===== src/rtl/tmr_pkg.sv =====
package tmr_pkg;
  // posted-write slots; index is the bit in the pending mask
  localparam int NSLOT   = 5;
  localparam int SL_CTRL = 0;
  localparam int SL_CNT  = 1;
  localparam int SL_RLD  = 2;
  localparam int SL_TRG  = 3;
  localparam int SL_MAT  = 4;

  // event sources; index is the bit in status and enable
  localparam int NSRC    = 3;
  localparam int SRC_MAT = 0;
  localparam int SRC_OVF = 1;
  localparam int SRC_CAP = 2;

  // control bits
  localparam int CB_RUN = 0;
  localparam int CB_AR  = 1;
  localparam int CB_CMP = 6;

  localparam logic [7:0] OFS_STS  = 8'h18;
  localparam logic [7:0] OFS_IEN  = 8'h1C;
  localparam logic [7:0] OFS_CTRL = 8'h24;
  localparam logic [7:0] OFS_CNT  = 8'h28;
  localparam logic [7:0] OFS_RLD  = 8'h2C;
  localparam logic [7:0] OFS_TRG  = 8'h30;
  localparam logic [7:0] OFS_PEND = 8'h34;
  localparam logic [7:0] OFS_MAT  = 8'h38;

  function automatic logic [7:0] slot_ofs(input int s);
    case (s)
      SL_CTRL: return OFS_CTRL;
      SL_CNT:  return OFS_CNT;
      SL_RLD:  return OFS_RLD;
      SL_TRG:  return OFS_TRG;
      default: return OFS_MAT;
    endcase
  endfunction
endpackage


===== src/rtl/tmr_posted.sv =====
module tmr_posted #(
  parameter int DW  = 32,
  parameter int DLY = 2
) (
  input  logic          clk,
  input  logic          rst_n,
  input  logic          wr,
  input  logic [DW-1:0] wdata,
  output logic          pend,
  output logic          apply,
  output logic [DW-1:0] data
);
  localparam int CW = $clog2(DLY + 1);

  logic [CW-1:0] left_q;
  logic [DW-1:0] data_q;

  always_ff @(posedge clk) begin
    if (!rst_n) begin
      left_q <= '0;
      data_q <= '0;
    end else if (wr) begin
      left_q <= CW'(DLY);
      data_q <= wdata;
    end else if (left_q != '0) begin
      left_q <= left_q - 1'b1;
    end
  end

  assign pend  = (left_q != '0);
  assign apply = (left_q == CW'(1)) && !wr;
  assign data  = data_q;
endmodule


===== src/rtl/tmr_core.sv =====
module tmr_core #(
  parameter int DW = 32
) (
  input  logic          clk,
  input  logic          rst_n,
  input  logic          run,
  input  logic          autoreload,
  input  logic          cmp_en,
  input  logic [DW-1:0] reload,
  input  logic [DW-1:0] match_val,
  input  logic          ld,
  input  logic [DW-1:0] ld_val,
  input  logic          trg,
  output logic [DW-1:0] cnt,
  output logic          ovf_evt,
  output logic          match_evt
);
  localparam logic [DW-1:0] TOP = {DW{1'b1}};

  function automatic logic [DW-1:0] step(input logic [DW-1:0] c,
                                         input logic [DW-1:0] r,
                                         input logic ar);
    if (c == TOP) return ar ? r : '0;
    return c + 1'b1;
  endfunction

  logic [DW-1:0] cnt_q;

  always_ff @(posedge clk) begin
    if (!rst_n)      cnt_q <= '0;
    else if (ld)     cnt_q <= ld_val;
    else if (trg)    cnt_q <= reload;
    else if (run)    cnt_q <= step(cnt_q, reload, autoreload);
  end

  assign ovf_evt   = run && !ld && !trg && (cnt_q == TOP);
  assign match_evt = run && cmp_en && (cnt_q == match_val);
  assign cnt       = cnt_q;
endmodule


===== src/rtl/tmr_irq.sv =====
module tmr_irq
  import tmr_pkg::*;
(
  input  logic            clk,
  input  logic            rst_n,
  input  logic            sts_wr,
  input  logic            ien_wr,
  input  logic [NSRC-1:0] wdata,
  input  logic [NSRC-1:0] set_vec,
  output logic [NSRC-1:0] sts,
  output logic [NSRC-1:0] ien,
  output logic            irq
);
  logic [NSRC-1:0] sts_q, ien_q, clr;

  assign clr = sts_wr ? wdata : '0;

  always_ff @(posedge clk) begin
    if (!rst_n) begin
      sts_q <= '0;
      ien_q <= '0;
    end else begin
      sts_q <= (sts_q & ~clr) | set_vec;
      if (ien_wr) ien_q <= wdata;
    end
  end

  assign sts = sts_q;
  assign ien = ien_q;
  assign irq = |(sts_q & ien_q);
endmodule


===== src/rtl/tick_timer.sv =====
module tick_timer
  import tmr_pkg::*;
#(
  parameter int DW  = 32,
  parameter int AW  = 8,
  parameter int DLY = 2
) (
  input  logic          clk,
  input  logic          rst_n,
  input  logic [AW-1:0] bus_addr,
  input  logic [DW-1:0] bus_wdata,
  input  logic          bus_we,
  output logic [DW-1:0] bus_rdata,
  output logic          irq
);
  logic [NSLOT-1:0] slot_wr, pend_w, slot_ap;
  logic [DW-1:0]    slot_d [NSLOT];

  for (genvar i = 0; i < NSLOT; i++) begin : g_slot
    assign slot_wr[i] = bus_we && (bus_addr == AW'(slot_ofs(i)));
    tmr_posted #(.DW(DW), .DLY(DLY)) u_slot (
      .clk(clk), .rst_n(rst_n), .wr(slot_wr[i]), .wdata(bus_wdata),
      .pend(pend_w[i]), .apply(slot_ap[i]), .data(slot_d[i])
    );
  end

  // committed copies of the posted configuration registers
  logic [DW-1:0] ctrl_q, rld_q, mat_q;
  always_ff @(posedge clk) begin
    if (!rst_n) begin
      ctrl_q <= '0;
      rld_q  <= '0;
      mat_q  <= '0;
    end else begin
      if (slot_ap[SL_CTRL]) ctrl_q <= slot_d[SL_CTRL];
      if (slot_ap[SL_RLD])  rld_q  <= slot_d[SL_RLD];
      if (slot_ap[SL_MAT])  mat_q  <= slot_d[SL_MAT];
    end
  end

  logic          cnt_ld, trg_ld, ovf_evt, match_evt;
  logic [DW-1:0] cnt_w;
  assign cnt_ld = slot_ap[SL_CNT];
  assign trg_ld = slot_ap[SL_TRG];

  tmr_core #(.DW(DW)) u_core (
    .clk(clk), .rst_n(rst_n),
    .run(ctrl_q[CB_RUN]), .autoreload(ctrl_q[CB_AR]), .cmp_en(ctrl_q[CB_CMP]),
    .reload(rld_q), .match_val(mat_q),
    .ld(cnt_ld), .ld_val(slot_d[SL_CNT]), .trg(trg_ld),
    .cnt(cnt_w), .ovf_evt(ovf_evt), .match_evt(match_evt)
  );

  logic [NSRC-1:0] set_vec, sts_w, ien_w;
  always_comb begin
    set_vec          = '0;
    set_vec[SRC_MAT] = match_evt;
    set_vec[SRC_OVF] = ovf_evt;
    set_vec[SRC_CAP] = 1'b0;
  end

  tmr_irq u_irq (
    .clk(clk), .rst_n(rst_n),
    .sts_wr(bus_we && (bus_addr == AW'(OFS_STS))),
    .ien_wr(bus_we && (bus_addr == AW'(OFS_IEN))),
    .wdata(bus_wdata[NSRC-1:0]), .set_vec(set_vec),
    .sts(sts_w), .ien(ien_w), .irq(irq)
  );

  always_comb begin
    case (bus_addr)
      AW'(OFS_STS):  bus_rdata = DW'(sts_w);
      AW'(OFS_IEN):  bus_rdata = DW'(ien_w);
      AW'(OFS_CTRL): bus_rdata = ctrl_q;
      AW'(OFS_CNT):  bus_rdata = cnt_w;
      AW'(OFS_RLD):  bus_rdata = rld_q;
      AW'(OFS_TRG):  bus_rdata = slot_d[SL_TRG];
      AW'(OFS_PEND): bus_rdata = DW'(pend_w);
      AW'(OFS_MAT):  bus_rdata = mat_q;
      default:       bus_rdata = '0;
    endcase
  end
endmodule


===== config.mk =====
export PLATFORM = sky130hd
export DESIGN_NAME = tick_timer
export DESIGN_NICKNAME = d
export VERILOG_FILES = /design/src/rtl/tmr_pkg.sv /design/src/rtl/tmr_posted.sv /design/src/rtl/tmr_core.sv /design/src/rtl/tmr_irq.sv /design/src/rtl/tick_timer.sv
export SDC_FILE = /design/constraint.sdc
export NUM_CORES = 1
export LEC_CHECK = 0
export BUFFER_PORTS_ARGS = -buffer_cell sky130_fd_sc_hd__buf_2
export CORE_ASPECT_RATIO = 0.8
export CORE_MARGIN = 5
export CORE_UTILIZATION = 50
export CTS_CLUSTER_SIZE = 10
export DETAILED_ROUTE_END_ITERATION = 12
export PLACE_DENSITY = 0.67
export SLEW_MARGIN = 25
export SYNTH_ARGS = -nofsm -noshare
export SYNTH_HDL_FRONTEND = slang
export SYNTH_SLANG_ARGS = --single-unit

===== constraint.sdc =====
create_clock -name clk -period 2.9 [get_ports clk]
set_input_delay 0.435 -clock clk [delete_from_list [all_inputs] [get_ports clk]]
set_output_delay 0.435 -clock clk [all_outputs]
set_load 0.02 [all_outputs]

## Word-level counts from Yosys, hierarchy flattened

Index checks and enable logic that the tools add are counted.

| word-level totals | value |
|---|---|
| word-level logic and storage cells | 111 |
| register bits after elaboration | 304 |
| output and inout bits | 33 |
| bits of input ports | 43 |

| cells by class | value |
|---|---|
| bitwise operators | 5 |
| add/sub/neg operators | 6 |
| equal/unequal tests | 15 |
| multiplexer cells | 23 |
| reductions and logical operators | 41 |

Operators by type and width:

| cell | number |
|---|---|
| $pmux W32 S8 | 1 |
| $mux W32 | 6 |
| $eq A8 B6 Y1 const B | 6 |
| $add A32 B1 Y32 const B | 1 |
| $eq A32 B32 Y1 | 1 |
| $eq A32 B32 Y1 const B | 1 |
| $mux W2 | 10 |
| $reduce_bool A2 Y1 | 10 |
| $logic_and A1 B1 Y1 | 17 |
| $eq A8 B5 Y1 const B | 2 |
| $eq A2 B1 Y1 const B | 5 |
| $reduce_or A2 Y1 | 5 |
| $sub A2 B1 Y2 const B | 5 |
| $logic_not A1 Y1 | 7 |
| $and A3 B3 Y3 | 2 |
| $mux W1 | 5 |
| $mux W3 | 1 |
| $not A3 Y3 | 1 |
| $or A3 B2 Y3 | 1 |
| $reduce_bool A3 Y1 | 1 |
| $reduce_or A3 Y1 | 1 |
| $not A1 Y1 | 1 |

## Longest topological paths before layout

Gate-level depths: netlist of run 1.

| depth | value |
|---|---|
| word-level depth | 11 |
| mapped depth | 9 |
| depth with buffers taken out | 7 |

## Modules after synthesis

A second synthesis of run 1 with hierarchy kept.

| unflattened totals | value |
|---|---|
| cells, all modules | 1,429 |
| area total of the unflattened synthesis | 14,755.4 sq um |

By module, submodules not included:

| module | area an instance (sq um) | times used | cells an instance | sequential area each (sq um) |
|---|---|---|---|---|
| tmr_posted | 1,321.3 | 5 | 110 | 680.7 |
| tick_timer | 5,078.6 | 1 | 499 | 1,921.8 |
| tmr_core | 2,842.7 | 1 | 357 | 640.6 |
| tmr_irq | 227.7 | 1 | 23 | 120.1 |

## Least setup slack after synthesis of run 1

Ideal clock, no wire load.

| timing | value |
|---|---|
| path kind | input port to output port |
| from | in bus_addr[0] |
| to | out bus_rdata[25] |
| stages | 9 |
| buffers on the path | 3 |
| required time | 2,465 ps |
| data arrival time | 2,174 ps |
| setup slack | 291 ps |
| cell sequence | or3_4 > buf_6 > nor3_2 > and2_1 > buf_2 > buf_2 > nand2_1 > o21ai_0 > a221o_1 |

| between the ends | value |
|---|---|
| longest elaborated chain between the ends | 2 |
| elaborated cells on any way between the ends | 9 |
| those cells by class | eq/ne (8); mux (1) |

RTL lines:

| what | RTL line | RTL |
|---|---|---|
| start, declared | tick_timer.sv:10 | `input logic [AW-1:0] bus_addr,` |
| $eq A8 B6 Y1 / $eq A8 B5 Y1 (equally long branches) | tick_timer.sv:71 | `case (bus_addr)` |
| $pmux W32 S8 * | tick_timer.sv:71 |  |
| end, declared | tick_timer.sv:13 | `output logic [DW-1:0] bus_rdata,` |

Mark *: on every way between the ends. The rest lies on a longest branch, timed or not.

## Final worst setup path of run 1

| timing | value |
|---|---|
| from | in bus_addr[0] |
| to | out bus_rdata[6] |

The elaborated chain is that of the path after synthesis.

==> results.yml, run 1 <==
grt:
  grt.busiest_layer: "met2"
  use_met2_pct: 41.88
  grt_start_max_net_pins: 117
  grt_use_met3_pct: 5.919
  gr-total-overflow: 0
  grt_pass1_wl_um: 66830
  antenna_found_initial: 1
  grt_pass1_vias: 11538
  grt_util_met1_pct: 39.65
  grtUsageTotal_pct: 27.54
clocking:
  clk_latency_ns: 0.50
  path_clk_slew_ns: 0.06
  clockBufferDepth: 3
  clock-sinks: 304
  htreeDepth: 2
  cts-root-buf: "clkbuf_16"
  cts_setup_buffers: 0
  ctsResizeCount: 1
  cts_tree: "built"
  cts_buffers: 36
  ctsHoldBuffers: 0
placement:
  port_buffers: 75
  dp_cells: 2062
  gp_congestion: 0.9697
  place.detailed.hpwl_um: 29100
logic_synthesis:
  synth_largest_area_cell: "dfxtp_1"
  async_flop_share_pct: 0
  ys_seq_area_share_pct: 45.31
  ys_types: 68
  syn_nets: 1745
  synth-edff-count: 0
  synthTopCellsByArea: "dfxtp_1 (45%), nand2_1 (15%), a21oi_1 (9.5%)"
  syn_area_per_cell_um2: 7.896
  synth_most_common_cell: "nand2_1"
  yosys_warnings: 0
  ys_ff_latch: 304
  synthCells: 1701
  synth_top_area_share_pct: 45.31
  syn_area_um2: 13430
  synth-main-ff-cell: "dfxtp_1"
  synthTopCellsByCount: "nand2_1 (538), dfxtp_1 (304), a21oi_1 (254)"
floorplanning:
  dieArea_um2: 30260
  start_util_pct: 50.89
  ios: 76
  fp.dieH_um: 156.6
  core_um2: 26390
  rows: 53
  die_width_um: 193.2
finish:
  nNetsFinal: 1787
  multi_input_area_um2: 6750
  syn2layout_area_growth_pct: 13.47
  finish.utilization_pct: 57.75
  drive_above_1_share_pct: 12.31
  final_cells: 2103
  fillers: 2520
  diodes: 0
  regArea_um2: 6086
pwr:
  internal_power_mw: 6.538
  pwr-share-clk_pct: 47.1
  power_mw: 8.328
  combPwrFrac_pct: 2.7
  swShare_pct: 21.50
  p_sw_mw: 1.791
  power_frac_seq_pct: 50.2
  power.density_nw_per_um2: 546.5
  ir_worst_vdd_mv: 0.3866
  p_leak_nw: 5.672
detailed_routing:
  vias: 12385
  wire_per_inst_um: 20.38
  vias_per_cell: 5.889
  dr.pass1.iters: 5
  ant_nets: 0
  drt_iter0_drc: 1281
  drc: 0
  routed_wl_um: 42860
min_path:
  hold_path_class: "in2reg"
worst_setup_path:
  path_common_cell: "buf_2"
  arrival_ns: 2.32
  end_kind: "output port"
  worstPathCellList: "buf_2 > or3_4 > nor3_1 > nand2_1 > buf_4 > o21ai_0 > a221o_1 > buf_2"
  slowest_delay_ns: 0.50
  crit_required_ns: 2.47
  slowest_stage: "or3_4"
  cp_max_fo: 15
  crit_type: "in2out"
  start_kind: "primary input"
timing:
  slew_violations: 0
  fin_crit_ns: 2.757
  hold_viol_final: 0
  fin_skew_ns: 0.01225
  fmax_mhz: 362.7
  max_slew.worst_pin.slew_ns: 0.9264
  rsz0062_at_grt: "no"
  fin_crit_sh_pct: 95.08
  maxSlewHeadroom_pct: 38.17
  setup_viol: 0
flow_run:
  cap_violations: 0
outcome:
  outcome: "complete, no violations"
-- cell families (layout without fill, tap and decap cells) --
family	count (synthesis)	count (layout)	synth area share, %
compound gates	415	415	19.09
xor+xnor	51	51	3.326
fa+ha+maj	1	1	0.09314
buf+inv	150	195	4.900
flops	304	304	45.31
mux	66	66	4.937
simple gates	714	714	22.35
-- stage by stage --
step	setup WS (ns)	TNS (ns)	hold slack, ns	area (µm²)
finish	0.1426	0	0.2170	15240
global route	0.09000	0	0.2230	15240
CTS	0.1633	0	0.2093	15240
detailed placement	-0.01402	-0.01402	0.4414	14270
global placement	-0.09048	-0.4474	0.4368	14260
floorplan	0.2912	0	0.4247	13430
-- power by group through the flow --
stage / Sequential, mW / Clock [mW] / Combinational [mW]
6_report: 4.18 / 3.92 / 0.225
3_3_place_gp: 4.27 / 0 / 0.222
3_5_place_dp: 4.27 / 0 / 0.221
4_1_cts: 4.18 / 3.97 / 0.222
5_1_grt: 4.18 / 4.12 / 0.241
2_1_floorplan: 4.27 / 0 / 0.110
-- routing by layer --
metal  routed length (µm)  part of all wire (%)
met5                   13                 0.030
met4                 1173                   2.7
met3                 3691                   8.6
met2                18420                    43
met1                19560                    46
-- critical path: cells and delay by family --
| family | cells | cell delay, ns |
|---|---|---|
| and+or+nand+nor | 3 | 0.87 |
| AOI/OAI and AO/OA | 2 | 0.52 |
| buffers and inverters | 3 | 0.47 |
-- final timing paths --
check	cells past startpoint	from	slack (ns)	endpoint
worst max-delay path	8	bus_addr[0]	0.14	bus_rdata[6]
worst min-delay path	3	bus_wdata[4]	0.22	g_slot[3].u_slot.data[4]$_SDFFE_PN0P_
worst min register to register	2	g_slot[4].u_slot.data[27]$_SDFFE_PN0P_	0.45	mat_q[27]$_SDFFE_PN0P_
worst max register to register	6	u_core.cnt[18]$_SDFFE_PN0P_	0.31	u_core.cnt[26]$_SDFFE_PN0P_
-- cell type report --
class | instances | share of cell area, %
clock buffers | 41 | 6.305
multi-input cells | 1247 | 44.29
well taps | 357 | 2.931
flip-flops and latches | 304 | 39.93
repair buffers | 143 | 6.223
inverters | 11 | 0.3202
-- flip-flops by register name, indices dropped and copies added (netlist names) --
register and cells:
g_slot.u_slot.data 160, u_irq.sts 3, mat_q 32, ctrl_q 32, u_irq.ien 3, g_slot.u_slot.left_q 10
rld_q 32, u_core.cnt 32
-- layout by cell type, fill, tap and decap left out, drive strengths merged, types with 3 or more instances in the layout --
cell	count
nand2	539
dfxtp	304
a21oi	254
buf	143
mux2i	64
nor2	58
o21ai	47
clkbuf	41
nor3	32
xor2	31
a221o	28
xnor2	20
nand3	19
nand4	18
a221oi	16
o22ai	13
nor4	13
inv	11
and3	9
o211ai	9
o31ai	7
a21o	6
or3	6
a31oi	5
a22oi	5
a211oi	5
nand3b	4
nor3b	4
nor2b	3
a222oi	3
o221ai	3
o31a	3
(Power assumes the default switching activity.)
==> inputs of run 2 (changes only) <==
Settings changed: CTS_BUF_LIST from default to sky130_fd_sc_hd__clkbuf_16, SYNTH_HIERARCHICAL from default to 1.
==> results.yml, run 2 <==
outcome:
  outcome: "complete, no violations"
min_path:
  min_path_cells: 2
  hold_path_class: "in2reg"
grt:
  grt_pass1_wl_um: 64000
  grt_start_max_net_pins: 83
  antenna_found_initial: 1
  gr-total-overflow: 0
  grt.busiest_layer: "met2"
  grt_util_met1_pct: 35.49
  grtUsageTotal_pct: 24.32
  grt_pass1_vias: 10703
  use_met2_pct: 37.70
  grt_use_met3_pct: 3.712
clocking:
  cts-root-buf: "clkbuf_16"
  ctsResizeCount: 0
  ctsHoldBuffers: 0
  cts_buffers: 36
  clk_latency_ns: 0.51
  clock-sinks: 304
  cts_setup_buffers: 0
  cts_tree: "built"
  path_clk_slew_ns: 0.06
  clockBufferDepth: 3
  htreeDepth: 2
logic_synthesis:
  ys_seq_area_share_pct: 41.24
  async_flop_share_pct: 0
  syn_area_um2: 14760
  synthTopCellsByCount: "dfxtp_1 (304), nor2b_1 (265), mux2i_1 (263)"
  synth_most_common_cell: "dfxtp_1"
  ys_ff_latch: 304
  synthTopCellsByArea: "dfxtp_1 (41%), mux2i_1 (18%), nor2b_1 (11%)"
  synth_top_area_share_pct: 41.24
  synth_largest_area_cell: "dfxtp_1"
  ys_types: 74
  synth-main-ff-cell: "dfxtp_1"
  synthCells: 1429
  synth-edff-count: 0
  syn_area_per_cell_um2: 10.33
  yosys_warnings: 6
timing:
  maxSlewHeadroom_pct: 50.17
  max_slew.worst_pin.slew_ns: 0.7475
  fin_skew_ns: 0.01441
  fin_crit_sh_pct: 91.95
  fmax_mhz: 375.0
  hold_viol_final: 0
  worst_slack_ns: 0.2335
  fin_crit_ns: 2.667
  rsz0062_at_grt: "no"
  setup_viol: 0
  slew_violations: 0
placement:
  place.detailed.hpwl_um: 27860
  gp_congestion: 0.9452
  dp_cells: 1832
  pre_cts_slack_ns: 0.2165
  port_buffers: 75
worst_setup_path:
  crit_required_ns: 3.33
  regToRegStartpoint: "mat_q[0]$_SDFFE_PN0P_"
  start_kind: "flip-flop"
  cp_max_fo: 3
  crit_path_end: "u_irq/sts[0]$_SDFF_PN0_"
  arrival_ns: 3.10
  timing.rr.end: "u_irq/sts[0]$_SDFF_PN0_"
  end_kind: "flip-flop"
  crit_type: "reg2reg"
  worstSetupStartpoint: "mat_q[0]$_SDFFE_PN0P_"
  r2r_setup_slack_ns: 0.23
  rr_worst_depth: 9
finish:
  largest_reg_flops: 160
  final_cells: 1874
  final_cell_mix: "dfxtp_1 (304), nor2b_1 (264), mux2i_1 (263), buf_2 (74), buf_4 (59)"
  finish.utilization_pct: 56.01
  mostFrequentLayoutCell: "dfxtp_1"
  drive_above_1_share_pct: 16.17
  syn2layout_area_growth_pct: 10.91
  diodes: 0
  nNetsFinal: 1537
detailed_routing:
  ant_nets: 0
  vias: 10977
  drt_iter0_drc: 885
  drc: 0
  vias_per_cell: 5.858
  dr.pass1.iters: 6
  wire_per_inst_um: 22.08
  routed_wl_um: 41380
floorplanning:
  fp.dieH_um: 163.7
  die_width_um: 202.1
  start_util_pct: 50.50
  rows: 56
  dieArea_um2: 33070
  ios: 76
  core_um2: 29220
pwr:
  power_mw: 8.350
  ir_worst_vdd_mv: 0.3550
  p_leak_nw: 5.534
  power.density_nw_per_um2: 510.2
flow_run:
  cap_violations: 0
run 2: how the worst min path moves through the flow:
| stage | startpoint | to | slack, ns |
|---|---|---|---|
| floorplan | rld_q[2]$_SDFFE_PN0P_ | u_core/cnt[2]$_SDFFE_PN0P_ | 0.44 |
| global placement | rld_q[14]$_SDFFE_PN0P_ | u_core/cnt[14]$_SDFFE_PN0P_ | 0.47 |
| detailed placement | rld_q[14]$_SDFFE_PN0P_ | u_core/cnt[14]$_SDFFE_PN0P_ | 0.47 |
| CTS | bus_wdata[2] | u_irq/sts[2]$_SDFF_PN0_ | 0.23 |
| global route | bus_wdata[1] | u_irq/sts[1]$_SDFF_PN0_ | 0.25 |
| finish | bus_wdata[2] | u_irq/sts[2]$_SDFF_PN0_ | 0.25 |
run 2: cell type report:
class	count	area, µm²
fill	2591	12850
clock inverter	5	18.77
sequential	304	6086
clock buffer	37	925.9
multi-input combinational	1001	7849
timing repair buffer	142	984.7
inverter	8	30.03
tap	377	471.7
run 2: worst max-delay path: stages, from the launching register on:
cell	delay, ns
dfxtp_1	0.40
xor2_1	0.18
nor4_1	0.38
buf_4	0.19
nand4_1	0.18
or4_1	0.58
nor4_1	0.29
buf_4	0.18
o21ai_0	0.06
a31oi_1	0.16
run 2: routing by layer:
metal  share of wire, %  up-vias
met2                 44      345
met1                 49     5345
met4                2.3        0
li1                   -     5215
met5                  0        -
met3                5.5       72
run 2: cell families (layout without fill, tap and decap cells):
| logic type | after synthesis | after routing | share of synthesized area (%) |
|---|---|---|---|
| simple gates | 444 | 444 | 18.30 |
| flops | 304 | 304 | 41.24 |
| mux | 283 | 283 | 19.37 |
| compound gates | 221 | 221 | 11.93 |
| buf+inv | 125 | 192 | 6.080 |
| xor+xnor | 50 | 50 | 2.968 |
| fa+ha+maj | 1 | 1 | 0.08478 |
| other cells | 1 | 2 | 0.02541 |
run 2: power by group:
group | internal (mW) | switching, mW | leakage [nW]
registers | 4.18 | 0.00287 | 2.45
logic | 0.115 | 0.174 | 2.61
clock network | 2.24 | 1.63 | 0.479
run 2: per-stage QoR:
step,hold WS (ns),cell area [µm²],TNS [ns]
4_1_cts,0.2342,16370,0
6_report,0.2466,16370,0
3_3_place_gp,0.4717,15420,0
5_1_grt,0.2488,16370,0
3_5_place_dp,0.4698,15420,0
2_1_floorplan,0.4400,14820,-0.3494
